## src/rtl/tc_vc_egress_arb.sv

```systemverilog
module tc_vc_egress_arb #(
  parameter int NUM_PORTS = 4,
  parameter int CREDIT_W  = 6,
  parameter int RET_W     = 4,
  parameter logic [7:0] MAP_RESET = 8'hF8
) (
  input  logic                         clk,
  input  logic                         rst_n,
  input  logic [NUM_PORTS-1:0]         req_valid,
  input  logic [3*NUM_PORTS-1:0]       req_tc,
  input  logic                         map_wr_en,
  input  logic [7:0]                   map_wr_data,
  input  logic [1:0]                   crd_ret_en,
  input  logic [2*RET_W-1:0]           crd_ret_amt,
  input  logic                         gnt_ready,
  output logic                         gnt_valid,
  output logic [$clog2(NUM_PORTS)-1:0] gnt_port,
  output logic                         gnt_vc
);

  localparam int PW = $clog2(NUM_PORTS);
  localparam int SW = CREDIT_W + 1;
  localparam logic [CREDIT_W-1:0] CRD_MAX = '1;

  logic [7:0]                 tc_map;
  logic [1:0][CREDIT_W-1:0]   crd_q;
  logic [1:0][CREDIT_W-1:0]   crd_nxt;
  logic [1:0][PW-1:0]         ptr_q;
  logic [1:0][NUM_PORTS-1:0]  vc_req;
  logic [1:0][PW-1:0]         vc_win;
  logic [1:0]                 vc_elig;
  logic                       hs;

  always_comb begin
    vc_req = '0;
    for (int p = 0; p < NUM_PORTS; p++) begin
      vc_req[tc_map[req_tc[3*p +: 3]]][p] = req_valid[p];
    end
  end

  for (genvar v = 0; v < 2; v++) begin : g_vc
    logic [PW-1:0] win_c;
    logic          found;
    logic [SW-1:0] sum;
    logic          take;

    always_comb begin
      found = 1'b0;
      win_c = ptr_q[v];
      for (int i = 0; i < NUM_PORTS; i++) begin
        logic [PW-1:0] idx;
        idx = PW'((int'(ptr_q[v]) + i) % NUM_PORTS);
        if (!found && vc_req[v][idx]) begin
          found = 1'b1;
          win_c = idx;
        end
      end
    end

    assign vc_win[v]  = win_c;
    assign vc_elig[v] = found && (crd_q[v] != '0);
    assign take       = hs && (gnt_vc == 1'(v));

    always_comb begin
      sum = SW'(crd_q[v]) - SW'(take);
      if (crd_ret_en[v]) sum = sum + SW'(crd_ret_amt[RET_W*v +: RET_W]);
      crd_nxt[v] = sum[CREDIT_W] ? CRD_MAX : sum[CREDIT_W-1:0];
    end

    always_ff @(posedge clk) begin
      if (!rst_n) begin
        ptr_q[v] <= '0;
        crd_q[v] <= '0;
      end else begin
        crd_q[v] <= crd_nxt[v];
        if (take) ptr_q[v] <= PW'((int'(win_c) + 1) % NUM_PORTS);
      end
    end
  end

  assign gnt_vc    = vc_elig[1];
  assign gnt_valid = |vc_elig;
  assign gnt_port  = vc_win[gnt_vc];
  assign hs        = gnt_valid && gnt_ready;

  always_ff @(posedge clk) begin
    if (!rst_n)         tc_map <= MAP_RESET;
    else if (map_wr_en) tc_map <= map_wr_data;
  end

endmodule

```

## config.mk

```make
export PLATFORM = sky130hd
export DESIGN_NAME = tc_vc_egress_arb
export DESIGN_NICKNAME = d
export VERILOG_FILES = /design/src/rtl/tc_vc_egress_arb.sv
export SDC_FILE = /design/constraint.sdc
export NUM_CORES = 1
export LEC_CHECK = 0
export CORE_UTILIZATION = 58
export DETAILED_ROUTE_END_ITERATION = 10
export DONT_BUFFER_PORTS = 1
export GPL_ROUTABILITY_DRIVEN = 0
export PLACE_DENSITY = 0.82
export SYNTH_ARGS = -nofsm -noshare
export SYNTH_HDL_FRONTEND = slang
export SYNTH_SLANG_ARGS = --single-unit
export TNS_END_PERCENT = 30
```

## constraint.sdc

```tcl
create_clock -name clk -period 3.77 [get_ports clk]
set_input_delay 0.377 -clock clk [delete_from_list [all_inputs] [get_ports clk]]
set_output_delay 0.377 -clock clk [all_outputs]
set_load 0.005 [all_outputs]
```

==> flow_metrics.py <==
metrics = {
    "yosys": {
        "ys_warn_count": 0,
        "synth_cells": 261,
        "netlist_area_sq_mm": 0.002216,
        "yosysTopAreaCell": "dfxtp_1",
        "ys_seq_area_share_pct": 21.68,
        "ys_types": 47,
        "synth_top_cells_by_area": "dfxtp_1, mux2i_1, ha_1",
        "synth_nets": 313,
        "avgSynthCellArea_sq_um": 8.490,
        "synth-seq-cells": 24,
        "synth-main-ff-cell": "dfxtp_1",
        "synth_edf_count": 0,
        "synth_top_area_share_pct": 21.68,
        "synthArstFlopShare_pct": 0,
    },
    "finish": {
        "area_growth_syn_to_layout_pct": 7.905,
        "diodes": 0,
        "final_cell_mix": "mux2i_1, inv_1, nor2b_1, nor2_1, dfxtp_1",
        "fin_area_sq_mm": 0.002391,
        "nNetsFinal": 317,
        "post-route-util_pct": 65.31,
        "final_common_cell": "mux2i_1",
        "fin_cells": 311,
        "drive_gt1_share_pct": 19.77,
    },
    "route": {
        "drt_iter0_drc": 166,
        "drc": 0,
        "vias": 1888,
        "antenna_left": 0,
        "avgRoutedWirePerCell_um": 15.01,
        "wl_um": 4669,
        "avgViaCountPerCell": 6.071,
        "dr.pass1.iters": 4,
    },
    "clocking": {
        "cts_tree": "built",
        "clk_pin_slew_ps": 80,
        "hold_buffers": 0,
        "cts_buffer_depth": 2,
        "root_buffer": "clkbuf_8",
        "insertion_delay_ps": 260,
        "cts.sinks": 24,
        "numCtsBuffers": 3,
        "cts-htree-levels": 1,
    },
    "hold_path": {
        "hp-class": "in -> reg",
        "min-delay-start": "rst_n",
        "hold_depth": 1,
        "hold_path_end": "tc_map[3]$_SDFFE_PN1P_",
    },
    "setup_path": {
        "critPathCaptureType": "register",
        "startpoint_type": "register",
        "crit_chain": "or4_4, o31ai_4, and3_4, ha_2, ha_4, xor2_2, ha_1, nor2b_2, o21a_1, o21a_2, nor2b_1, a31oi_1, a32oi_2, a21boi_0",
        "required_ps": 3900,
        "crit_type": "reg -> reg",
        "arrival_ps": 3760,
        "path_buf_inv": 0,
        "crit_slowest_cell": "or4_4",
        "reg2reg_slack_ps": 140,
        "timing.rr.start": "crd_q[7]$_SDFF_PN0_",
        "critical_path.top_delay_family": "compound AO/OA/AOI/OAI gates",
        "max_stage_delay_ps": 560,
        "r2r_cells": 14,
        "path_max_fanout": 6,
        "regToRegEndpoint": "crd_q[0]$_SDFF_PN0_",
    },
    "sta": {
        "fmax_mhz": 275.6,
        "fin_ws_ps": 141.5,
        "layout_min_cycle_time_ps": 3629,
        "tns_ps": 0,
        "min_period_over_period_pct": 96.25,
        "relSlewSlack_pct": 68.11,
        "fin_skew_ps": 5.692,
        "setup_viol": 0,
        "hold_viol": 0,
        "maxSlewViolCount": 0,
        "tightest_slew_ps": 474.0,
    },
    "floorplanning": {
        "core_area_sq_mm": 0.003661,
        "die_x_um": 63.81,
        "die-area_sq_mm": 0.004072,
        "die_h_um": 63.81,
        "io_pins": 42,
        "num_rows": 22,
        "start_util_pct": 60.53,
    },
    "outcome": {
        "status": "finished, final reports clean",
    },
    "place": {
        "dp_hpwl_um": 3654,
        "dp_slack_ps": -9.846,
        "placed_area_sq_mm": 0.002252,
        "dp_cells": 304,
        "io_buffers": 0,
    },
    "power": {
        "p_per_area_mw_per_mm2": 554.8,
        "total_leakage_power_nw": 1.005,
        "vdd_drop_max_mv": 0.3647,
    },
    "grt": {
        "antenna_found_initial": 0,
        "track_usage_pct": 22.76,
        "grt_pass1_vias": 1746,
        "grt_max_degree": 25,
        "grt_pass1_wl_um": 7500,
        "grt_remaining_overflow": 0,
    },
    "run": {
        "maxCapViolCount": 0,
    },
}
==> cell usage after synthesis (all sizes together), types with 2 or more instances <==
master / instances
mux2i: 30
dfxtp: 24
inv: 21
nor2b: 20
nor2: 19
o21ai: 17
a21boi: 15
nand2: 15
ha: 12
a21oi: 9
xnor2: 9
nand3: 7
buf: 6
a31oi: 5
clkbuf: 5
nand4: 5
a22oi: 4
nand3b: 4
o211ai: 4
xor2: 4
a21o: 3
a32oi: 3
or2: 3
a22o: 2
fa: 2
o21a: 2
==> final cells by class <==
type | instances | area, sq um
multi-input cells | 205 | 1648
flip-flops and latches | 24 | 488.0
inverters | 21 | 78.83
well taps | 48 | 60.06
fillers | 314 | 1270
clock buffers | 3 | 41.29
repair buffers | 10 | 75.07
==> per-layer routing <==
layer  vias to the layer above  wire [um]  track usage [%]
li1                        934          -                -
met1                       896       2048            28.82
met2                        51       2338            39.49
met3                         7        230            3.214
met4                         0         53            7.102
met5                         -          0                0
==> power breakdown <==
| part | internal (mW) | switching, mW | total (mW) |
|---|---|---|---|
| clock network | 0.0713 | 0.0756 | 0.147 |
| logic | 0.390 | 0.393 | 0.783 |
| registers | 0.321 | 0.0753 | 0.396 |
| total | 0.782 | 0.544 | 1.33 |
==> registers in the layout, indices dropped and copies added, names as in the netlist <==
| register | cells |
|---|---|
| crd_q | 12 |
| ptr_q | 4 |
| tc_map | 8 |
==> through the flow <==
| step | power, mW | hold WS, ps |
|---|---|---|
| after floorplan | 0.9792 | 505.9 |
| after global routing | 1.442 | 163.5 |
| after CTS | 1.259 | 171.8 |
| final | 1.327 | 177.8 |
| after global placement | 1.077 | 442.0 |
| after detailed placement | 1.106 | 444.4 |
==> worst reg2reg max path, cell delays in order, from the launching register on <==
cell,delay [ps]
dfxtp_1,340
or4_4,560
o31ai_4,360
and3_4,240
ha_2,200
ha_4,160
xor2_2,160
ha_1,270
nor2b_2,170
o21a_1,180
o21a_2,230
nor2b_1,110
a31oi_1,60
a32oi_2,320
a21boi_0,140
==> worst max-delay path by stage <==
stage / end / depth (start not counted) / startpoint / slack (ps)
global placement: crd_q[0]$_SDFF_PN0_ / 14 / crd_q[8]$_SDFF_PN0_ / 160
CTS: crd_q[6]$_SDFF_PN0_ / 14 / crd_q[7]$_SDFF_PN0_ / 30
detailed placement: crd_q[1]$_SDFF_PN0_ / 14 / crd_q[7]$_SDFF_PN0_ / -10
global route: crd_q[0]$_SDFF_PN0_ / 17 / tc_map[7]$_SDFFE_PN1P_ / -60
floorplan: crd_q[0]$_SDFF_PN0_ / 19 / req_tc[0] / 160
finish: crd_q[0]$_SDFF_PN0_ / 14 / crd_q[7]$_SDFF_PN0_ / 140
==> logic make-up (layout without fill, tap and decap cells) <==
logic type               Yosys count  in the layout  share of synthesized area [%]
flip-flops                        24             24                          21.68
buffers and inverters             32             34                          6.662
adder cells (fa/ha/maj)           14             14                          8.583
AND/OR/NAND/NOR                   77             77                          19.25
multiplexers                      30             30                          13.55
AO/OA/AOI/OAI                     71             71                          25.13
XOR/XNOR                          13             13                          5.138
==> what timing repair did <==
action / CTS / global route
setup endpoints to repair: 1 / 12
pin swaps: 0 / 7
resized for setup: 1 / 21
buffers inserted: 0 / 4
Note: power is estimated with default switching activity, not from simulation.
